**src/rtl/iqd_pkg.sv**
```systemverilog
package iqd_pkg;

    // Width of one port word
    localparam int SAMPLE_W = 12;
    // Slots captured per clock period (rising and falling edge)
    localparam int LANES = 2;

    typedef logic signed [SAMPLE_W-1:0] smp_t;

    // One captured slot: strobe level plus both port words
    typedef struct packed {
        logic frm;
        smp_t i;
        smp_t q;
    } slot_t;

    // One slot after channel tagging
    typedef struct packed {
        logic vld;
        logic chan;   // 0 = channel 1, 1 = channel 2
        smp_t i;
        smp_t q;
    } tag_t;

endpackage

```
**src/rtl/iqd_ddr_capture.sv**
```systemverilog
module iqd_ddr_capture
    import iqd_pkg::*;
(
    input  logic                   clk,
    input  logic                   rst_n,
    input  logic                   frame_i,
    input  logic [SAMPLE_W-1:0]    p0_i,
    input  logic [SAMPLE_W-1:0]    p1_i,
    output logic                   cap_vld_o,
    output slot_t [LANES-1:0]      slots_o
);

    typedef struct packed {
        logic  vld;
        slot_t rise;
    } cap_st_t;

    cap_st_t cap_d, cap_q;
    slot_t   fall_d, fall_q;
    slot_t   pin_slot;

    always_comb begin
        pin_slot.frm = frame_i;
        pin_slot.i   = smp_t'(p0_i);
        pin_slot.q   = smp_t'(p1_i);

        cap_d      = cap_q;
        cap_d.vld  = 1'b1;
        cap_d.rise = pin_slot;
        fall_d     = pin_slot;
    end

    always_ff @(posedge clk or negedge rst_n) begin
        if (!rst_n) cap_q <= '0;
        else        cap_q <= cap_d;
    end

    always_ff @(negedge clk or negedge rst_n) begin
        if (!rst_n) fall_q <= '0;
        else        fall_q <= fall_d;
    end

    // Lane 0 is the earlier (rising-edge) slot of the period
    always_comb begin
        slots_o    = '0;
        slots_o[0] = cap_q.rise;
        slots_o[1] = fall_q;
    end

    assign cap_vld_o = cap_q.vld;

    assert_capture_stays_live_R3: assert property (@(posedge clk) disable iff (!rst_n)
        cap_q.vld |=> cap_q.vld);

endmodule

```
**src/rtl/iqd_slot_tagger.sv**
```systemverilog
module iqd_slot_tagger
    import iqd_pkg::*;
(
    input  logic                   clk,
    input  logic                   rst_n,
    input  logic                   dual_i,
    input  logic                   cap_vld_i,
    input  slot_t [LANES-1:0]      slots_i,
    output tag_t  [LANES-1:0]      tags_o,
    output logic                   err_o
);

    typedef struct packed {
        logic locked;
        logic exp_ch2;
        logic err;
    } tg_st_t;

    tg_st_t st_d, st_q;

    always_comb begin
        st_d   = st_q;
        tags_o = '0;
        for (int n = 0; n < LANES; n++) begin
            tags_o[n].i = slots_i[n].i;
            tags_o[n].q = slots_i[n].q;
            if (cap_vld_i) begin
                if (!dual_i) begin
                    tags_o[n].vld  = 1'b1;
                    tags_o[n].chan = 1'b0;
                end else if (slots_i[n].frm) begin
                    tags_o[n].vld  = 1'b1;
                    tags_o[n].chan = 1'b0;
                    st_d.locked    = 1'b1;
                    st_d.exp_ch2   = 1'b1;
                end else if (st_d.locked) begin
                    tags_o[n].vld  = 1'b1;
                    tags_o[n].chan = st_d.exp_ch2;
                    if (!st_d.exp_ch2) begin
                        st_d.err = 1'b1;
                    end
                    st_d.exp_ch2 = !st_d.exp_ch2;
                end
            end
        end
    end

    always_ff @(posedge clk or negedge rst_n) begin
        if (!rst_n) st_q <= '0;
        else        st_q <= st_d;
    end

    assign err_o = st_q.err;

    assert_err_sticky_R8: assert property (@(posedge clk) disable iff (!rst_n)
        st_q.err |=> st_q.err);

    assert_single_no_err_R4: assert property (@(posedge clk) disable iff (!rst_n)
        (!dual_i && !st_q.err) |=> !st_q.err);

    for (genvar n = 1; n < LANES; n++) begin : g_seq_chk
        assert_ch2_follows_ch1_R5: assert property (@(posedge clk) disable iff (!rst_n)
            (dual_i && tags_o[n-1].vld && !tags_o[n-1].chan && !slots_i[n].frm)
            |-> (tags_o[n].vld && tags_o[n].chan));
    end

endmodule

```
**src/rtl/iqd_pair_builder.sv**
```systemverilog
module iqd_pair_builder
    import iqd_pkg::*;
(
    input  logic                   clk,
    input  logic                   rst_n,
    input  logic                   dual_i,
    input  tag_t  [LANES-1:0]      tags_i,
    output logic                   valid_o,
    output tag_t                   lane_a_o,
    output tag_t                   lane_b_o
);

    typedef struct packed {
        logic hold_v;
        smp_t hold_i;
        smp_t hold_q;
        logic out_v;
        tag_t a;
        tag_t b;
    } pb_st_t;

    pb_st_t st_d, st_q;
    logic   any_ch2;

    always_comb begin
        st_d       = st_q;
        st_d.out_v = 1'b0;
        if (!dual_i) begin
            st_d.hold_v = 1'b0;
            if (tags_i[0].vld && tags_i[1].vld) begin
                st_d.out_v = 1'b1;
                st_d.a     = tags_i[0];
                st_d.b     = tags_i[1];
            end
        end else begin
            for (int n = 0; n < LANES; n++) begin
                if (tags_i[n].vld) begin
                    if (!tags_i[n].chan) begin
                        st_d.hold_v = 1'b1;
                        st_d.hold_i = tags_i[n].i;
                        st_d.hold_q = tags_i[n].q;
                    end else if (st_d.hold_v) begin
                        st_d.out_v  = 1'b1;
                        st_d.a.vld  = 1'b1;
                        st_d.a.chan = 1'b0;
                        st_d.a.i    = st_d.hold_i;
                        st_d.a.q    = st_d.hold_q;
                        st_d.b      = tags_i[n];
                        st_d.hold_v = 1'b0;
                    end
                end
            end
        end
    end

    always_ff @(posedge clk or negedge rst_n) begin
        if (!rst_n) st_q <= '0;
        else        st_q <= st_d;
    end

    assign valid_o  = st_q.out_v;
    assign lane_a_o = st_q.a;
    assign lane_b_o = st_q.b;

    always_comb begin
        any_ch2 = 1'b0;
        for (int n = 0; n < LANES; n++) begin
            if (tags_i[n].vld && tags_i[n].chan) any_ch2 = 1'b1;
        end
    end

    assert_single_stream_R3: assert property (@(posedge clk) disable iff (!rst_n)
        (!dual_i && tags_i[0].vld) |=> st_q.out_v);

    assert_group_needs_ch2_R6: assert property (@(posedge clk) disable iff (!rst_n)
        (dual_i && !any_ch2) |=> !st_q.out_v);

endmodule

```
**src/rtl/iqd_rx_deinterleave.sv**
```systemverilog
module iqd_rx_deinterleave
    import iqd_pkg::*;
(
    input  logic                   clk,
    input  logic                   rst_n,
    input  logic                   dual_rx,
    input  logic                   rx_frame,
    input  logic [SAMPLE_W-1:0]    port0_word,
    input  logic [SAMPLE_W-1:0]    port1_word,
    output logic                   rx_valid,
    output logic                   lane_a_chan,
    output logic [SAMPLE_W-1:0]    lane_a_i,
    output logic [SAMPLE_W-1:0]    lane_a_q,
    output logic                   lane_b_chan,
    output logic [SAMPLE_W-1:0]    lane_b_i,
    output logic [SAMPLE_W-1:0]    lane_b_q,
    output logic                   align_err
);

    logic               cap_vld;
    slot_t [LANES-1:0]  slots;
    tag_t  [LANES-1:0]  tags;
    tag_t               lane_a;
    tag_t               lane_b;

    iqd_ddr_capture u_cap (
        .clk       (clk),
        .rst_n     (rst_n),
        .frame_i   (rx_frame),
        .p0_i      (port0_word),
        .p1_i      (port1_word),
        .cap_vld_o (cap_vld),
        .slots_o   (slots)
    );

    iqd_slot_tagger u_tag (
        .clk       (clk),
        .rst_n     (rst_n),
        .dual_i    (dual_rx),
        .cap_vld_i (cap_vld),
        .slots_i   (slots),
        .tags_o    (tags),
        .err_o     (align_err)
    );

    iqd_pair_builder u_pair (
        .clk       (clk),
        .rst_n     (rst_n),
        .dual_i    (dual_rx),
        .tags_i    (tags),
        .valid_o   (rx_valid),
        .lane_a_o  (lane_a),
        .lane_b_o  (lane_b)
    );

    assign lane_a_chan = lane_a.chan;
    assign lane_a_i    = lane_a.i;
    assign lane_a_q    = lane_a.q;
    assign lane_b_chan = lane_b.chan;
    assign lane_b_i    = lane_b.i;
    assign lane_b_q    = lane_b.q;

    assert_err_only_dual_R4: assert property (@(posedge clk) disable iff (!rst_n)
        (!dual_rx && !align_err) |=> !align_err);

endmodule

```
**config.mk**
```make
export PLATFORM = sky130hd
export DESIGN_NAME = iqd_rx_deinterleave
export DESIGN_NICKNAME = d
export VERILOG_FILES = /design/src/rtl/iqd_pkg.sv /design/src/rtl/iqd_ddr_capture.sv /design/src/rtl/iqd_slot_tagger.sv /design/src/rtl/iqd_pair_builder.sv /design/src/rtl/iqd_rx_deinterleave.sv
export SDC_FILE = /design/constraint.sdc
export NUM_CORES = 1
export LEC_CHECK = 0
export BUFFER_PORTS_ARGS = -buffer_cell sky130_fd_sc_hd__buf_4
export CELL_PAD_IN_SITES_DETAIL_PLACEMENT = 2
export CELL_PAD_IN_SITES_GLOBAL_PLACEMENT = 2
export CORE_MARGIN = 8
export CORE_UTILIZATION = 41
export DETAILED_ROUTE_END_ITERATION = 8
export PLACE_DENSITY = 0.95
export SLEW_MARGIN = 20
export SYNTH_ARGS = -nofsm -noshare
export SYNTH_HDL_FRONTEND = slang
export SYNTH_SLANG_ARGS = --single-unit
```
**constraint.sdc**
```tcl
create_clock -name clk -period 5.1 [get_ports clk]
set_input_delay 0.255 -clock clk [delete_from_list [all_inputs] [get_ports clk]]
set_output_delay 0.255 -clock clk [all_outputs]
set_load 0.05 [all_outputs]
```
Yosys cells after proc, flatten, opt, wreduce, memory -nomap -nowiden
Index checks and enable logic that the tools add are counted.
- mux-type cells: 36
- reductions and logical operators: 4
- operator list (operator ; number):
    2-to-1 mux 53 bit ; 6
    2-to-1 mux 78 bit ; 3
    2-to-1 mux 24 bit ; 2
    2-to-1 mux 2 bit ; 10
    2-to-1 mux 3 bit ; 4
    2-to-1 mux 1 bit ; 11
    zero test 1 bit ; 2
    nonzero test 2 bit ; 1
    logical AND 1 bit ; 1
- output and inout port bits: 52
- bits of input ports: 28
- bits in registers: 132
- word-level logic and storage cells: 62

Depth between registers and ports, before layout
Gate-level depths: netlist of run 1.
- word-level depth: 12
- gate-level depth with buffers: 12
- mapped depth without buffers: 8

Modules after synthesis
From an unflattened synthesis of run 1, not the netlist that was laid out.
- cells, all modules: 605
- area, all modules: 6399.9 µm²
- modules (own cells, without submodules) (module ; sequential area each (µm²) ; cells each ; instances ; area each (µm²)):
    iqd_pair_builder ; 1951.9 ; 483 ; 1 ; 4543.1
    iqd_ddr_capture ; 1276.2 ; 52 ; 1 ; 1280.0
    iqd_slot_tagger ; 75.1 ; 70 ; 1 ; 576.8

==> results of run 1 <==
-- metal layers --
metal / global-route usage / share of wire
met4: 0.112 / 0.025
met1: 0.286 / 0.40
met5: 0 / 0
met3: 0.0590 / 0.051
met2: 0.437 / 0.53
-- cells in the mapped netlist (2+ instances only) --
master | instances | area (um2)
dfrtp_1 | 105 | 2630
nand2_1 | 52 | 195
buf_4 | 50 | 375
inv_1 | 50 | 188
o221a_1 | 47 | 529
clkbuf_1 | 32 | 120
a21oi_1 | 29 | 145
nor2_1 | 29 | 109
dfrtn_1 | 25 | 626
a211oi_1 | 24 | 180
a311oi_1 | 24 | 210
o2111a_1 | 24 | 270
o2111ai_1 | 24 | 210
o211ai_1 | 24 | 180
o22ai_1 | 24 | 150
buf_2 | 16 | 80.1
buf_6 | 9 | 101
o21ai_0 | 5 | 25.0
nand3_1 | 4 | 20.0
a21o_1 | 2 | 15.0
ha_1 | 2 | 25.0
nor2b_1 | 2 | 12.5
nor3_1 | 2 | 10.0
o211ai_2 | 2 | 25.0
o21a_1 | 2 | 15.0
-- sequential cells by signal, summed over array words and instances (netlist names) --
signal,cells
u_tag.err_o,1
u_pair.lane_a_o,25
u_pair.lane_b_o,25
u_cap.cap_vld_o,1
u_tag.st_q,2
u_pair.st_q,25
u_pair.valid_o,1
u_cap.slots_o,50
-- metrics by stage --
step / cell area [um2] / setup WS [ns]
5_1_grt: 7790 / 0.593
4_1_cts: 7780 / 0.700
3_3_place_gp: 6930 / 0.828
2_1_floorplan: 6560 / 0.968
3_5_place_dp: 6930 / 0.683
6_report: 7790 / 0.675
-- power breakdown --
group	internal (W)	total, W	switching, W
Combinational	0.000311	0.000952	0.000641
Sequential	0.00118	0.00133	0.000151
Clock	0.000784	0.00124	0.000456
-- worst max-delay path: cells and delay by family (launching register included) --
| kind | cells | cell delay [ns] |
|---|---|---|
| flip-flops | 1 | 0.48 |
| buffers and inverters | 1 | 0.33 |
| AO/OA/AOI/OAI | 3 | 1.03 |
-- worst paths after layout --
kind / startpoint / endpoint / slack, ns / depth (start not counted)
setup reg to reg: u_cap.slots_o[49]$_DFF_NN0_ / u_pair.st_q[64]$_DFFE_PN0P_ / 0.68 / 4
max in group asynchronous: rst_n / u_cap.slots_o[30]$_DFF_NN0_ / 1.53 / 3
hold / removal: dual_rx / u_pair.st_q[77]$_DFF_PN0_ / 0.36 / 3
hold reg to reg: u_tag.err_o$_DFF_PN0_ / u_tag.err_o$_DFF_PN0_ / 0.48 / 1
setup / recovery: u_cap.slots_o[49]$_DFF_NN0_ / u_pair.st_q[64]$_DFFE_PN0P_ / 0.68 / 4
min in group asynchronous: rst_n / u_cap.slots_o[15]$_DFF_PN0_ / 0.38 / 2
-- cell usage in the layout (no fill, tap or decap), types with 5 or more instances in the layout --
| cell | count |
|---|---|
| o2111ai_1 | 24 |
| clkbuf_16 | 17 |
| buf_4 | 100 |
| o211ai_1 | 24 |
| nor2_1 | 29 |
| dfrtn_1 | 25 |
| a311oi_1 | 24 |
| o21ai_0 | 5 |
| dfrtp_1 | 104 |
| a21oi_1 | 29 |
| nand2_1 | 52 |
| dlygate4sd3_1 | 26 |
| o22ai_1 | 24 |
| o221a_1 | 47 |
| inv_1 | 49 |
| clkbuf_8 | 5 |
| o2111a_1 | 24 |
| clkbuf_1 | 6 |
| a211oi_1 | 24 |
-- final cells by class --
type	instances	area (um2)
well taps	216	270
clock inverters	4	70.1
repair buffers	127	1030
fillers	1599	7980
multi-input cells	336	2460
clock buffers	28	517
flip-flops and latches	130	3250
inverters	50	188
-- logic make-up after synthesis --
family          after synthesis
buf+inv                     158
other cells                   1
compound gates              236
simple gates                 97
flops                       130
fa+ha+maj                     2
-- timing repair --
action	in CTS	in global routing
gates resized for setup	0	0
hold buffers	26	0
hold endpoints to repair	54	0
==> reports/results.txt, run 1 <==
status: finished clean
Final Hold Violating Endpoints: 0
Warnings, synthesis: 0
CTS tree: yes
pin count of the biggest net entering global routing: 57
number of remaining DRC errors: 0
Adder-Cell Fraction of Synth Area: 0.00381
CP startpoint kind: register
vias in the first global route: 6543
Syn Inst Count: 624
WL/cell: 27.0 um
final total power: 0.00353 W
vias per cell: 6.30
die height: 143 um
CP arrival: 4.78 ns
slowest cell delay on critical path: 0.61 ns
ANT cells: 0
core area: 15800 um2
number of CTS-inserted buffers: 17
area grow syn2layout: 18.7%
dpl cells: 833
clock buffer depth: 2
setup_tns: 0 ns
syn nets: 654
largest family of logic cells by synthesized area: compound AO/OA/AOI/OAI gates
clk_lat worst skew: 0.43 ns
share of layout cells above drive strength 1: 0.204
Die Width: 143 um
worst setup path category: register to register
DP Wirelength: 14.5 mm
Avg Cell Area, Syn: 10.5 um2
Simple-Gate Fraction of Synth Area: 0.0625
first-pass GRT wire length: 38.6 mm
Initial Util: 0.416
remaining global-route overflow: 0
Tightest Hold Check Type: primary input to register
Synth Cell Area: 6560 um2
Crit Path Max Fanout: 13
initial antenna violation count: 0
Crit path required time: 5.46 ns
CP cell instances: o21bai_1 -> o311a_1 -> buf_4 -> o221a_1
Clock Root Buffer: clkbuf_16
Final Core Density: 0.494
Nets: 692
RSZ-0062 raised after global routing: no
headroom to the max-slew limit: 0.274
antenna-violating nets left: 0
Distinct cells, synth: 40
Sink Count: 130
Seq/Total Area, Yosys: 0.496
DR pass1 iterations: 6
Std-Cell Rows: 46
XOR/XNOR Fraction of Synth Area: 0
Slew Limit Fails: 0
Post-synth EDFFs: 0
initial DRC count: 344
mux contribution to synthesized area: 0
Synth Area in Compound Gates: 0.305
Clock Skew: 0.0323 ns
Pwr Density: 453 nW/um2
H-tree Lvls: 4
IO Port Bufs: 79
Critical Path End Type: register
final setup vio count: 0
I/O Pins: 80
GP Congestion: 0.837
WL final: 24.1 mm
asr flop ratio synth: 1.00
Post-CTS Setup Bufs: 0
VDD IR max: 0.000273 V
Yosys reg bits: 130
Slew @ Worst Pin: 1.09 ns
die area: 20300 um2
most common flop cell mapped by yosys: dfrtp_1
via count: 5610
gr usage total: 0.251
Max Cap Viol: 0
Pleak: 3.32 nW
CP max stage cell: o311a_1
worst hold slack: 0.363 ns
Reg clk slew, reported paths: 0.06 ns
Final Non-Filler Cells: 891
Note: power is estimated with default switching activity, not from simulation.
==> run 2: changes to the inputs <==
--- a/config.mk
+++ b/config.mk
@@ -6,7 +6,7 @@
 export NUM_CORES = 1
 export LEC_CHECK = 0
 export BUFFER_PORTS_ARGS = -buffer_cell sky130_fd_sc_hd__buf_4
-export CELL_PAD_IN_SITES_DETAIL_PLACEMENT = 2
+export CELL_PAD_IN_SITES_DETAIL_PLACEMENT = 0
 export CELL_PAD_IN_SITES_GLOBAL_PLACEMENT = 2
 export CORE_MARGIN = 8
 export CORE_UTILIZATION = 41
==> reports/results.txt, run 2 (synthesis gave the netlist of run 1 again) <==
status: finished clean
H-tree Lvls: 4 (unchanged)
register area: 3250 um2 (unchanged)
area grow syn2layout: 18.7% (about the same)
worst setup path category: register to register
met1 usage: 0.246 (-0.0400)
clock buffer depth: 2 (unchanged)
Post-CTS Setup Bufs: 0 (unchanged)
via count: 5334 (-4.9%)
vias in the first global route: 5563 (-15%)
Slew @ Worst Pin: 1.15 ns (+0.0608 ns)
R2R Setup Slk: 0.74 ns (+0.06 ns)
setup_tns: 0 ns (unchanged)
Fillers: 1455 (-9.0%)
Crit path required time: 5.46 ns (about the same)
VDD IR max: 0.000331 V (+22%)
multi-input logic area: 2450 um2 (-0.46%)
WL final: 18.8 mm (-22%)
Nets: 692 (unchanged)
post-CTS sizing: 0 (unchanged)
Std-Cell Rows: 46 (unchanged)
remaining global-route overflow: 0 (unchanged)
DP Wirelength: 11.2 mm (-22%)
DR pass1 iterations: 4 (-2)
GP Congestion: 0.837 (unchanged)
vias per cell: 5.99 (-4.9%)
initial antenna violation count: 0 (unchanged)
Die Width: 143 um (unchanged)
Slew Limit Fails: 0 (unchanged)
pin count of the biggest net entering global routing: 57 (unchanged)
RSZ-0062 raised after global routing: no
CP arrival: 4.72 ns (-0.06 ns)
Final Non-Filler Cells: 891 (unchanged)
Largest register FFs: 50 (unchanged)
gr usage total: 0.191 (-0.0601)
Initial Util: 0.416 (unchanged)
Hold Startpoint: dual_rx
Pleak: 3.33 nW (+0.14%)
global routing's busiest layer: met2
Sink Count: 130 (unchanged)
headroom to the max-slew limit: 0.234 (-0.0405)
Reg clk slew, reported paths: 0.06 ns (about the same)
commonest non-fill, non-tap cells in the layout: 104 x dfrtp_1, 100 x buf_4, 52 x nand2_1
share of layout cells above drive strength 1: 0.210 (+0.00593)
Clock Root Buffer: clkbuf_16
I/O Pins: 80 (unchanged)
Final Hold Violating Endpoints: 0 (unchanged)
initial DRC count: 476 (+38%)
dpl cells: 833 (unchanged)
Clock Skew: 0.0319 ns (-0.000374 ns)
final setup vio count: 0 (unchanged)
antenna-violating nets left: 0 (unchanged)
CP startpoint kind: register
met3 Usage GRT: 0.0490 (-0.0101)
Hold Buf Count CTS: 26 (unchanged)
CTS tree: yes
Max Cap Viol: 0 (unchanged)
Crit Path Max Fanout: 13 (unchanged)
core area: 15800 um2 (unchanged)
IO Port Bufs: 79 (unchanged)
Critical Path End Type: register
first-pass GRT wire length: 29.9 mm (-23%)
number of remaining DRC errors: 0 (unchanged)
ANT cells: 0 (unchanged)
Tightest Hold Check Type: primary input to register
Critical Path Start: u_cap.slots_o[49]$_DFF_NN0_
clk_lat worst skew: 0.43 ns (about the same)
die height: 143 um (unchanged)
number of CTS-inserted buffers: 17 (unchanged)
commonest non-fill, non-tap cell in the layout: dfrtp_1
GR Layer Usage met2: 0.298 (-0.139)
Pwr Density: 445 nW/um2 (-1.7%)
die area: 20300 um2 (unchanged)
R2R Path Start: u_cap.slots_o[49]$_DFF_NN0_
WL/cell: 21.1 um (-22%)
Final Core Density: 0.494 (about the same)
-- run 2: cell types whose count changed in the layout (fill, tap and decap cells not counted) --
| cell | previous run | this run |
|---|---|---|
| and3_2 | 0 | 1 |
| and3_4 | 1 | 0 |
| bufinv_16 | 2 | 3 |
| clkbuf_1 | 6 | 2 |
| clkbuf_8 | 5 | 2 |
| clkinv_2 | 2 | 6 |
| clkinvlp_4 | 0 | 2 |
| o211a_2 | 0 | 1 |
| o211a_4 | 1 | 0 |
-- run 2: worst max-delay path: stages, from the launching register on --
cell and delay, ns:
dfrtn_1 0.47, o21bai_1 0.17, o311a_1 0.57, buf_4 0.33, o221a_1 0.22
-- run 2: layer usage --
| layer | up-vias | routed length, um |
|---|---|---|
| li1 | 2408 | - |
| met1 | 2689 | 8310 |
| met2 | 207 | 8880 |
| met3 | 30 | 1220 |
| met4 | 0 | 340 |
| met5 | - | 0 |
-- run 2: cell type report --
type	count	share of cell area
clock buffers	21	0.0591
clock inverters	11	0.0173
inverters	50	0.0241
multi-input cells	336	0.315
flip-flops and latches	130	0.418
well taps	216	0.0347
repair buffers	127	0.132
-- run 2: power breakdown --
part | internal (W) | switching (W) | total, W | leakage (nW)
Combinational | 0.000309 | 0.000598 | 0.000907 | 1.55
Sequential | 0.00118 | 0.000134 | 0.00132 | 1.49
Clock | 0.000788 | 0.000454 | 0.00124 | 0.292
-- run 2: metrics by stage --
stage	cell area [um2]	hold slack, ns	total power (W)	setup WS [ns]
2_1_floorplan	6560	-0.0406	0.00204	0.968
3_3_place_gp	6930	0.271	0.00220	0.828
3_5_place_dp	6930	0.283	0.00222	0.755
4_1_cts	7790	0.303	0.00349	0.768
5_1_grt	7790	0.354	0.00361	0.648
6_report	7790	0.322	0.00347	0.740
-- run 2: worst paths after layout --
path / end / cells past startpoint
max in group asynchronous: u_cap.slots_o[29]$_DFF_NN0_ / 3
hold / removal: u_tag.st_q[2]$_DFF_PN0_ / 3
min in group asynchronous: u_cap.slots_o[15]$_DFF_PN0_ / 2
setup / recovery: u_pair.st_q[70]$_DFFE_PN0P_ / 4
hold reg to reg: u_tag.err_o$_DFF_PN0_ / 1
setup reg to reg: u_pair.st_q[70]$_DFFE_PN0P_ / 4
